--- src/rtl/sreg_pkg.sv ---
package sreg_pkg;

    typedef enum logic [3:0] {
        OP_NOP     = 4'd0,
        OP_DEF     = 4'd1,
        OP_USE     = 4'd2,
        OP_SAVE    = 4'd3,
        OP_RESTORE = 4'd4,
        OP_TRAP    = 4'd5,
        OP_RETURN  = 4'd6,
        OP_COPY    = 4'd7
    } op_e;

    typedef enum logic {
        PR_USER  = 1'b0,
        PR_SUPER = 1'b1
    } prin_e;

    typedef enum logic {
        MODE_USER  = 1'b0,
        MODE_SUPER = 1'b1
    } mode_e;

    // Per-register metadata: seal flag, owner tag, sealed owner.
    typedef struct packed {
        logic  sealed;
        prin_e owner;
        prin_e key;
    } meta_t;

    localparam meta_t META_RESET = '{sealed: 1'b0, owner: PR_USER, key: PR_USER};

endpackage

--- src/rtl/sreg_mode_fsm.sv ---
module sreg_mode_fsm
    import sreg_pkg::*;
(
    input  logic  clk,
    input  logic  rst_n,
    input  logic  trap_go,
    input  logic  ret_go,
    output mode_e mode,
    output logic  super_o
);

    mode_e state_q, state_d;

    always_ff @(posedge clk) begin
        if (!rst_n) state_q <= MODE_USER;
        else        state_q <= state_d;
    end

    always_comb begin
        state_d = state_q;
        unique case (state_q)
            MODE_USER:  if (trap_go) state_d = MODE_SUPER;
            MODE_SUPER: if (!trap_go && ret_go) state_d = MODE_USER;
        endcase
    end

    always_comb begin
        mode    = state_q;
        super_o = (state_q == MODE_SUPER);
    end

endmodule

--- src/rtl/sreg_epoch.sv ---
module sreg_epoch #(
    parameter int EW = 8
) (
    input  logic          clk,
    input  logic          rst_n,
    input  logic          bump,
    output logic [EW-1:0] epoch
);

    logic [EW-1:0] cnt_q;

    always_ff @(posedge clk) begin
        if (!rst_n)    cnt_q <= '0;
        else if (bump) cnt_q <= cnt_q + EW'(1);
    end

    assign epoch = cnt_q;

endmodule

--- src/rtl/sreg_file.sv ---
module sreg_file
    import sreg_pkg::*;
#(
    parameter int            NREG     = 8,
    parameter int            DW       = 8,
    parameter int            EW       = 8,
    parameter logic [DW-1:0] JUNK_VAL = {DW{1'b1}},
    localparam int           IW       = (NREG > 1) ? $clog2(NREG) : 1
) (
    input  logic            clk,
    input  logic            rst_n,
    input  logic            wipe,
    input  logic            wr_en,
    input  logic [IW-1:0]   wr_idx,
    input  logic [DW-1:0]   wr_data,
    input  meta_t           wr_meta,
    input  logic [IW-1:0]   wr_orig,
    input  logic [EW-1:0]   wr_epoch,
    input  logic [IW-1:0]   rd_idx,
    output logic [DW-1:0]   rd_data,
    output meta_t           rd_meta,
    output logic [IW-1:0]   rd_orig,
    output logic [EW-1:0]   rd_epoch,
    output logic [NREG-1:0] sealed_vec
);

    logic [DW-1:0] data_all  [NREG];
    meta_t         meta_all  [NREG];
    logic [IW-1:0] orig_all  [NREG];
    logic [EW-1:0] epoch_all [NREG];

    for (genvar g = 0; g < NREG; g++) begin : g_ent
        logic [DW-1:0] d_q;
        meta_t         m_q;
        logic [IW-1:0] o_q;
        logic [EW-1:0] e_q;
        logic          hit;

        assign hit = wr_en && (wr_idx == IW'(g));

        always_ff @(posedge clk) begin
            if (!rst_n) begin
                d_q <= '0;
                m_q <= META_RESET;
                o_q <= '0;
                e_q <= '0;
            end else if (wipe) begin
                if (m_q.sealed) begin
                    d_q <= JUNK_VAL;
                    m_q <= '{sealed: 1'b0, owner: PR_SUPER, key: PR_USER};
                    o_q <= '0;
                    e_q <= '0;
                end
            end else if (hit) begin
                d_q <= wr_data;
                m_q <= wr_meta;
                o_q <= wr_orig;
                e_q <= wr_epoch;
            end
        end

        assign data_all[g]   = d_q;
        assign meta_all[g]   = m_q;
        assign orig_all[g]   = o_q;
        assign epoch_all[g]  = e_q;
        assign sealed_vec[g] = m_q.sealed;
    end

    assign rd_data  = data_all[rd_idx];
    assign rd_meta  = meta_all[rd_idx];
    assign rd_orig  = orig_all[rd_idx];
    assign rd_epoch = epoch_all[rd_idx];

endmodule

--- src/rtl/sreg_exec.sv ---
module sreg_exec
    import sreg_pkg::*;
#(
    parameter int  NREG = 8,
    parameter int  DW   = 8,
    parameter int  EW   = 8,
    localparam int IW   = (NREG > 1) ? $clog2(NREG) : 1
) (
    input  logic          valid,
    input  op_e           op,
    input  mode_e         mode,
    input  logic [EW-1:0] epoch,
    input  logic [IW-1:0] src,
    input  logic [IW-1:0] dst,
    input  logic [DW-1:0] imm,
    input  logic [DW-1:0] s_data,
    input  meta_t         s_meta,
    input  logic [IW-1:0] s_orig,
    input  logic [EW-1:0] s_epoch,
    output logic          wr_en,
    output logic [DW-1:0] wr_data,
    output meta_t         wr_meta,
    output logic [IW-1:0] wr_orig,
    output logic [EW-1:0] wr_epoch,
    output logic          trap_go,
    output logic          ret_go,
    output logic          viol,
    output logic          rd_ok,
    output logic [DW-1:0] rd_val
);

    logic  sup;
    prin_e cur;

    assign sup = (mode == MODE_SUPER);
    assign cur = sup ? PR_SUPER : PR_USER;

    always_comb begin
        wr_en    = 1'b0;
        wr_data  = '0;
        wr_meta  = META_RESET;
        wr_orig  = '0;
        wr_epoch = '0;
        trap_go  = 1'b0;
        ret_go   = 1'b0;
        viol     = 1'b0;
        rd_ok    = 1'b0;
        rd_val   = s_meta.sealed ? '0 : s_data;
        if (valid) begin
            unique case (op)
                OP_DEF: begin
                    wr_en   = 1'b1;
                    wr_data = imm;
                    wr_meta = '{sealed: 1'b0, owner: cur, key: PR_USER};
                end
                OP_USE: begin
                    if (s_meta.owner == cur) rd_ok = 1'b1;
                    else                     viol  = 1'b1;
                end
                OP_SAVE: begin
                    if (!sup || s_meta.sealed) begin
                        viol = 1'b1;
                    end else begin
                        wr_en    = 1'b1;
                        wr_data  = s_data;
                        wr_meta  = '{sealed: 1'b1, owner: PR_SUPER, key: s_meta.owner};
                        wr_orig  = src;
                        wr_epoch = epoch;
                    end
                end
                OP_RESTORE: begin
                    if (sup && s_meta.sealed && (s_orig == dst) && (s_epoch == epoch)) begin
                        wr_en   = 1'b1;
                        wr_data = s_data;
                        wr_meta = '{sealed: 1'b0, owner: s_meta.key, key: PR_USER};
                    end else begin
                        viol = 1'b1;
                    end
                end
                OP_TRAP:   trap_go = 1'b1;
                OP_RETURN: ret_go  = sup;
                OP_COPY: begin
                    if (sup && (s_meta.owner == PR_SUPER)) begin
                        wr_en    = 1'b1;
                        wr_data  = s_data;
                        wr_meta  = s_meta;
                        wr_orig  = s_orig;
                        wr_epoch = s_epoch;
                    end else begin
                        viol = 1'b1;
                    end
                end
                default: ;
            endcase
        end
    end

endmodule

--- src/rtl/sreg_vault.sv ---
module sreg_vault
    import sreg_pkg::*;
#(
    parameter int            NREG     = 8,
    parameter int            DW       = 8,
    parameter int            EW       = 8,
    parameter logic [DW-1:0] JUNK_VAL = {DW{1'b1}},
    localparam int           IW       = (NREG > 1) ? $clog2(NREG) : 1
) (
    input  logic          clk,
    input  logic          rst_n,
    input  logic          cmd_valid,
    input  logic [3:0]    cmd_op,
    input  logic [IW-1:0] cmd_src,
    input  logic [IW-1:0] cmd_dst,
    input  logic [DW-1:0] cmd_data,
    output logic          mode_super,
    output logic          violation,
    output logic          rd_valid,
    output logic [DW-1:0] rd_data
);

    mode_e           mode_w;
    logic [EW-1:0]   epoch_w;
    logic [NREG-1:0] sealed_vec_w;
    logic            trap_go, ret_go, viol_c, rd_ok_c;
    logic [DW-1:0]   rd_val_c;
    logic            wr_en;
    logic [DW-1:0]   wr_data;
    meta_t           wr_meta;
    logic [IW-1:0]   wr_orig;
    logic [EW-1:0]   wr_epoch;
    logic [DW-1:0]   s_data;
    meta_t           s_meta;
    logic [IW-1:0]   s_orig;
    logic [EW-1:0]   s_epoch;

    sreg_mode_fsm u_fsm (
        .clk     (clk),
        .rst_n   (rst_n),
        .trap_go (trap_go),
        .ret_go  (ret_go),
        .mode    (mode_w),
        .super_o (mode_super)
    );

    sreg_epoch #(.EW(EW)) u_epoch (
        .clk   (clk),
        .rst_n (rst_n),
        .bump  (trap_go),
        .epoch (epoch_w)
    );

    sreg_file #(.NREG(NREG), .DW(DW), .EW(EW), .JUNK_VAL(JUNK_VAL)) u_file (
        .clk        (clk),
        .rst_n      (rst_n),
        .wipe       (trap_go),
        .wr_en      (wr_en),
        .wr_idx     (cmd_dst),
        .wr_data    (wr_data),
        .wr_meta    (wr_meta),
        .wr_orig    (wr_orig),
        .wr_epoch   (wr_epoch),
        .rd_idx     (cmd_src),
        .rd_data    (s_data),
        .rd_meta    (s_meta),
        .rd_orig    (s_orig),
        .rd_epoch   (s_epoch),
        .sealed_vec (sealed_vec_w)
    );

    sreg_exec #(.NREG(NREG), .DW(DW), .EW(EW)) u_exec (
        .valid    (cmd_valid),
        .op       (op_e'(cmd_op)),
        .mode     (mode_w),
        .epoch    (epoch_w),
        .src      (cmd_src),
        .dst      (cmd_dst),
        .imm      (cmd_data),
        .s_data   (s_data),
        .s_meta   (s_meta),
        .s_orig   (s_orig),
        .s_epoch  (s_epoch),
        .wr_en    (wr_en),
        .wr_data  (wr_data),
        .wr_meta  (wr_meta),
        .wr_orig  (wr_orig),
        .wr_epoch (wr_epoch),
        .trap_go  (trap_go),
        .ret_go   (ret_go),
        .viol     (viol_c),
        .rd_ok    (rd_ok_c),
        .rd_val   (rd_val_c)
    );

    always_ff @(posedge clk) begin
        if (!rst_n) begin
            violation <= 1'b0;
            rd_valid  <= 1'b0;
            rd_data   <= '0;
        end else begin
            violation <= viol_c;
            rd_valid  <= rd_ok_c;
            if (rd_ok_c) rd_data <= rd_val_c;
        end
    end

endmodule

--- config.mk ---
export PLATFORM = sky130hd
export DESIGN_NAME = sreg_vault
export DESIGN_NICKNAME = d
export VERILOG_FILES = /design/src/rtl/sreg_pkg.sv /design/src/rtl/sreg_mode_fsm.sv /design/src/rtl/sreg_epoch.sv /design/src/rtl/sreg_file.sv /design/src/rtl/sreg_exec.sv /design/src/rtl/sreg_vault.sv
export SDC_FILE = /design/constraint.sdc
export NUM_CORES = 1
export LEC_CHECK = 0
export BUFFER_PORTS_ARGS = -buffer_cell sky130_fd_sc_hd__buf_4
export CORE_ASPECT_RATIO = 0.7
export CORE_MARGIN = 3
export CORE_UTILIZATION = 35
export DETAILED_ROUTE_END_ITERATION = 8
export GPL_TIMING_DRIVEN = 0
export PLACE_DENSITY_LB_ADDON = 0.05
export SYNTH_ARGS = -nofsm -noshare
export SYNTH_HDL_FRONTEND = slang
export SYNTH_SLANG_ARGS = --single-unit
--- constraint.sdc ---
create_clock -name clk -period 3.9 [get_ports clk]
set_input_delay 0.39 -clock clk [delete_from_list [all_inputs] [get_ports clk]]
set_output_delay 0.39 -clock clk [all_outputs]
set_load 0.03 [all_outputs]
* Word level (Yosys, flattened, before mapping)
Index checks and enable logic that the tools add are counted. W data, S select, Z words.
Word-level totals: register bits 195, output and inout bits 11, bits of input ports 21, logic and storage cells 264
Operators by class: bitwise logic cells 2, $lt $le $gt $ge 1, reduce and logical (&&, ||, !) cells 34, equality and inequality tests 25, add/subtract/negate cells 1, mux-type cells 148
Operators with widths (number):
- $mux W8 | 60
- $mux W3 | 50
- $bmux W8 S3 | 2
- $pmux W8 S4 | 1
- $bmux W3 S3 | 2
- $mux W1 | 18
- $mux W2 | 9
- $reduce_and A2 Y1 | 9
- $eq A4 B3 Y1 const B | 4
- $ne A2 B1 Y1 const B | 8
- $pmux W8 S2 | 1
- $reduce_bool A2 Y1 | 8
- $logic_and A1 B1 Y1 | 13
- $eq A3 B3 Y1 const B | 4
- $pmux W3 S4 | 1
- $add A8 B1 Y8 const B | 1
- $eq A4 B2 Y1 const B | 2
- $eq A8 B8 Y1 | 1
- $pmux W1 S4 | 2
- $eq A3 B2 Y1 const B | 2
- $pmux W3 S2 | 1
- $eq A4 B1 Y1 const B | 1
- $ge A4 B4 Y1 const B | 1
- $not A3 Y4 | 1
- other kinds (8) | 9

* Logic depth before layout (Yosys ltp)
depth in word-level cells 13, gate-level depth with buffers 15, mapped depth without buffers 9

* Hierarchy
From an unflattened synthesis, not the netlist that was laid out.
Unflattened totals: cells, all modules 871, area total of the unflattened synthesis 9346.5 sq um
By module, submodules not included:
- sreg_file | cells an instance 679, area each 7762.4 sq um, times used 1, sequential area each 3523.4 sq um
- sreg_exec | cells an instance 122, area each 820.8 sq um, times used 1, sequential area each 0.0 sq um
- sreg_epoch | cells an instance 37, area each 359.1 sq um, times used 1, sequential area each 160.2 sq um
- sreg_vault | cells an instance 29, area each 355.3 sq um, times used 1, sequential area each 200.2 sq um
- sreg_mode_fsm | cells an instance 4, area each 48.8 sq um, times used 1, sequential area each 20.0 sq um

* Worst setup path after synthesis
No wires, ideal clock.
kind input to register, start point in cmd_src[0], end point reg u_file.g_ent[1].d_q[1], path slack -0.139 ns, path buffers 5, setup time 0.119 ns, arrival time 3.921 ns, required time 3.781 ns, stages 14, cell sequence buf_6 -> buf_2 -> buf_2 -> buf_2 -> mux4_2 -> mux2_2 -> ha_1 -> nand4_1 -> nand2_1 -> a21o_1 -> o211ai_1 -> nand2_1 -> buf_2 -> o221a_2
Between the ends: word-level cells in the longest chain between the ends 13, elaborated cells between the ends (all ways) 35, classes of those cells 2 x eq/ne; 24 x mux; 1 x bitwise; 8 x reduce/logical
Ends and longest elaborated chain:
- from (decl) | line sreg_vault.sv:14 | input logic [IW-1:0] cmd_src,
- $not A3 Y4 (not written as such) (*)
- $bmux W3 S3 (on tied branches) | line sreg_file.sv:71, sreg_file.sv:70
- $mux W3 (on tied branches) (2 in a row) | line sreg_file.sv:71, sreg_file.sv:70
- $eq A3 B3 Y1 / $logic_and A1 B1 Y1 (equally long branches) | line sreg_exec.sv:72 | if (sup && s_meta.sealed && (s_orig == dst) && (s_epoch == epoch)) begin
- $logic_and A1 B1 Y1 (2 in a row) | line sreg_exec.sv:72
- $mux W1 | line sreg_exec.sv:72
- $pmux W1 S4 | line sreg_exec.sv:50 | unique case (op)
- $mux W1 | line sreg_exec.sv:49 | if (valid) begin
- $logic_and A1 B1 Y1 | line sreg_file.sv:39 | assign hit = wr_en && (wr_idx == IW'(g));
- $reduce_bool A2 Y1 (no source line)
- $reduce_and A2 Y1 (no source line)
- to (signal assigned) | line sreg_file.sv:55 | d_q <= wr_data;
- to (decl) | line sreg_file.sv:33 | logic [DW-1:0] d_q;
Every way passes the cells marked *; elsewhere a longest branch is shown, timed or not. The select of a mux whose other input is x is not followed. A chain may end at the register's enable or synchronous reset.

* Worst setup path after layout
start point in cmd_src[1], end point reg u_file.g_ent[1].d_q[3]
The elaborated chain is that of the path after synthesis.

==> flow_summary.yaml <==
outcome:
  status: "finished, final reports clean"
global_route:
  antenna_found_initial: 0
  overflow: 0
  grt_pass1_wl_um: 47180
  grt_max_degree: 29
  grt_use_total: 0.2249
  grt_pass1_vias: 7024
sta:
  worst_pin_slew_ns: 1.078
  final_max_slew_viol_count: 0
  whs_ns: 0.2933
  max_freq_mhz: 269.2
  finalSetupViolCount: 0
  finClkSkew_ns: 0.01157
  slew-limit-headroom: 0.2781
  final_hold_viol_count: 0
  setup_tns_ns: 0
  min_period_ns: 3.714
  rsz0062_at_grt: "no"
  fin_crit_sh: 0.9524
power_and_ir_drop:
  powerDensity_nw_per_um2: 386.4
  ir_drop_mv: 0.3230
  p_comb_frac: 0.060
  seqPwrFrac: 0.490
  leakage_nw: 3.634
  swShare: 0.2532
  power_frac_clock: 0.450
  internal-power_mw: 3.039
  switchingPower_mw: 1.030
clock_network:
  htreeDepth: 4
  clock_latency_ns: 0.45
  cts_hold_buf: 0
  cts_root_buffer: "clkbuf_16"
  cts_tree: "yes"
  path_clk_slew_ns: 0.08
  cts_buffer_depth: 2
  cts_buffers: 17
  clock_sinks: 195
synth:
  async_reset_ff_frac: 0
  ys_ff_latch: 195
  synth_ff_type: "dfxtp_1"
  avgSynthCellArea_um2: 9.813
  synth-edff-count: 0
  synthDistinctLibCells: 49
  postSynthCellCount: 944
  ys_seq_area_frac: 0.4214
  synth_nets: 967
  yosysWarnings: 0
  syn_area_um2: 9264
place:
  place_area_um2: 9882
  io_buffers: 22
  finalWeightedCongestion: 0.8191
  dp_hpwl_um: 21650
worst_setup_path:
  crit_required_ns: 4.24
  rrSetupSlack_ns: 0.33
  reg2reg_depth: 10
  r2r_start: "u_file.g_ent[7].o_q[0]"
  arrival_ns: 4.06
  critPathLaunch: "cmd_src[1]"
  r2r-end: "u_file.g_ent[0].d_q[7]"
  criticalPathCategory: "input pin to flop"
  path_max_fanout: 10
  crit_path_start_kind: "input pin"
  critPathCaptureType: "flop"
  crit_path_end: "u_file.g_ent[1].d_q[3]"
run:
  cap_viol_max_count: 0
layout:
  layout_common_cells: "nand2_1 (232), dfxtp_1 (195), mux2i_1 (184), buf_4 (42), nor2_1 (41)"
  seqCellArea_um2: 3904
  fill_cells: 2603
  diodes: 0
  final_common_cell: "nand2_1"
  multi_input_area_um2: 5010
  syn_to_final_growth_pct: 13.67
  drive_above_1_share: 0.1548
  final_cell_area_um2: 10530
  final_nets: 1011
floorplanning:
  dieArea_um2: 28490
  ios: 32
  rows: 49
  die-height_um: 142.1
  coreArea_um2: 25870
  start_util: 0.3581
  dieWidth_um: 200.5
hold_path:
  holdCritPathClass: "input pin to flop"
detailed_routing:
  routed_wl_um: 31800
  vias: 7206
  wl_per_cell_um: 23.41
  drc_errors: 0
  ant_nets: 0
  firstDrtPassIters: 7
  vias_per_cell: 5.306
  drt_iter0_markers: 636
repair_timing:
action	CTS	global route
pin swaps	1	1
endpoints found under the setup margin	184	109
resized for setup	9	4
setup buffers	1	4
sequential cells by signal, summed over array words and instances, names as in the netlist:
name,cells
u_file.sealed_vec,8
u_epoch.epoch,8
u_file.g_ent.o_q,24
u_fsm.mode,1
u_file.g_ent.d_q,64
u_file.g_ent.m_q,16
violation,1
rd_data,8
rd_valid,1
u_file.g_ent.e_q,64
power groups by stage:
stage,Sequential [mW],Clock [mW],Combinational [mW]
after global placement,2.04,0,0.244
after global routing,1.99,1.93,0.260
final,1.99,1.83,0.245
after detailed placement,2.04,0,0.242
after floorplan,2.04,0,0.143
after CTS,1.99,1.85,0.243
worst max-delay path: stages:
cell and delay [ns]:
buf_4 0.21, buf_6 0.25, clkbuf_4 0.29, clkbuf_4 0.29, mux4_2 0.33, mux2_2 0.37
ha_1 0.22, nand4_1 0.13, nand2_2 0.16, a21o_1 0.26, o211ai_1 0.33, nand2_1 0.18
buf_2 0.29, o221a_2 0.32
cells in the mapped netlist, types with 4 or more instances:
library cell	number	share of area
nor2_1	41	0.017
xnor2_1	7	0.0066
nand2_1	233	0.094
mux4_2	29	0.071
o21a_1	8	0.0065
mux2_2	17	0.021
o221a_2	7	0.0085
nor4_1	4	0.0027
or4_1	4	0.0032
and3_1	4	0.0027
o211ai_1	6	0.0049
nand3_1	9	0.0049
a21oi_1	20	0.011
buf_4	12	0.0097
o21ai_0	13	0.0070
buf_2	12	0.0065
xor2_1	13	0.012
clkbuf_1	39	0.016
mux2i_1	184	0.20
dfxtp_1	195	0.42
nand4_1	4	0.0027
nand3b_1	4	0.0032
nor3_1	6	0.0032
o211a_1	7	0.0076
o21ai_1	6	0.0032
a22oi_1	12	0.0097
buf_6	5	0.0061
nor2b_1	5	0.0034
cell families (layout without fill, tap and decap cells):
| kind of cell | count (synthesis) | after routing | share of synthesized area |
|---|---|---|---|
| xor gates and xnor gates | 20 | 20 | 0.01891 |
| muxes | 232 | 232 | 0.2928 |
| buffers and inverters | 71 | 128 | 0.03930 |
| AOI/OAI and AO/OA | 95 | 95 | 0.07456 |
| DFF | 195 | 195 | 0.4214 |
| and+or+nand+nor | 329 | 329 | 0.1503 |
| adders and majority gates | 2 | 2 | 0.002701 |
layout make-up:
| type | instances | share of cell area |
|---|---|---|
| Multi-Input combinational cell | 678 | 0.4758 |
| Sequential cell | 195 | 0.3707 |
| Tap cell | 357 | 0.04242 |
| Clock buffer | 19 | 0.04206 |
| Buffer | 68 | 0.03565 |
| Timing Repair Buffer | 27 | 0.01925 |
| Clock inverter | 13 | 0.01378 |
| Inverter | 1 | 0.0003565 |
worst min-delay path by stage:
| stage | from | endpoint | slack [ns] | cells past startpoint |
|---|---|---|---|---|
| detailed placement | u_file.g_ent[7].d_q[6] | u_file.g_ent[7].d_q[6] | 0.45 | 2 |
| finish | cmd_valid | violation | 0.29 | 3 |
| CTS | cmd_valid | violation | 0.28 | 3 |
| global route | cmd_valid | violation | 0.32 | 3 |
| global placement | u_file.g_ent[5].e_q[1] | u_file.g_ent[5].e_q[1] | 0.44 | 2 |
| floorplan | u_file.g_ent[6].e_q[0] | u_file.g_ent[6].e_q[0] | 0.43 | 2 |
routing by layer:
layer	part of all wire	wire length, µm	track usage	vias to the layer above
met5	0	0	0	-
met3	0.053	1694	0.03977	19
met2	0.40	12640	0.3121	209
met1	0.54	17150	0.3615	3572
met4	0.0097	307	0.04174	0
li1	-	-	-	3406
per-stage QoR:
stage | util | setup slack [ns] | power, mW | instances
floorplan | - | 0.06317 | 2.183 | 944
global placement | 0.3820 | -1.893 | 2.283 | 1323
detailed placement | 0.3820 | -1.768 | 2.282 | 1323
CTS | 0.4055 | 0.001646 | 4.086 | 1354
global route | 0.4070 | 0.06852 | 4.177 | 1358
finish | 0.4070 | 0.1858 | 4.069 | 1358
Power figures use the tool's default switching activity.
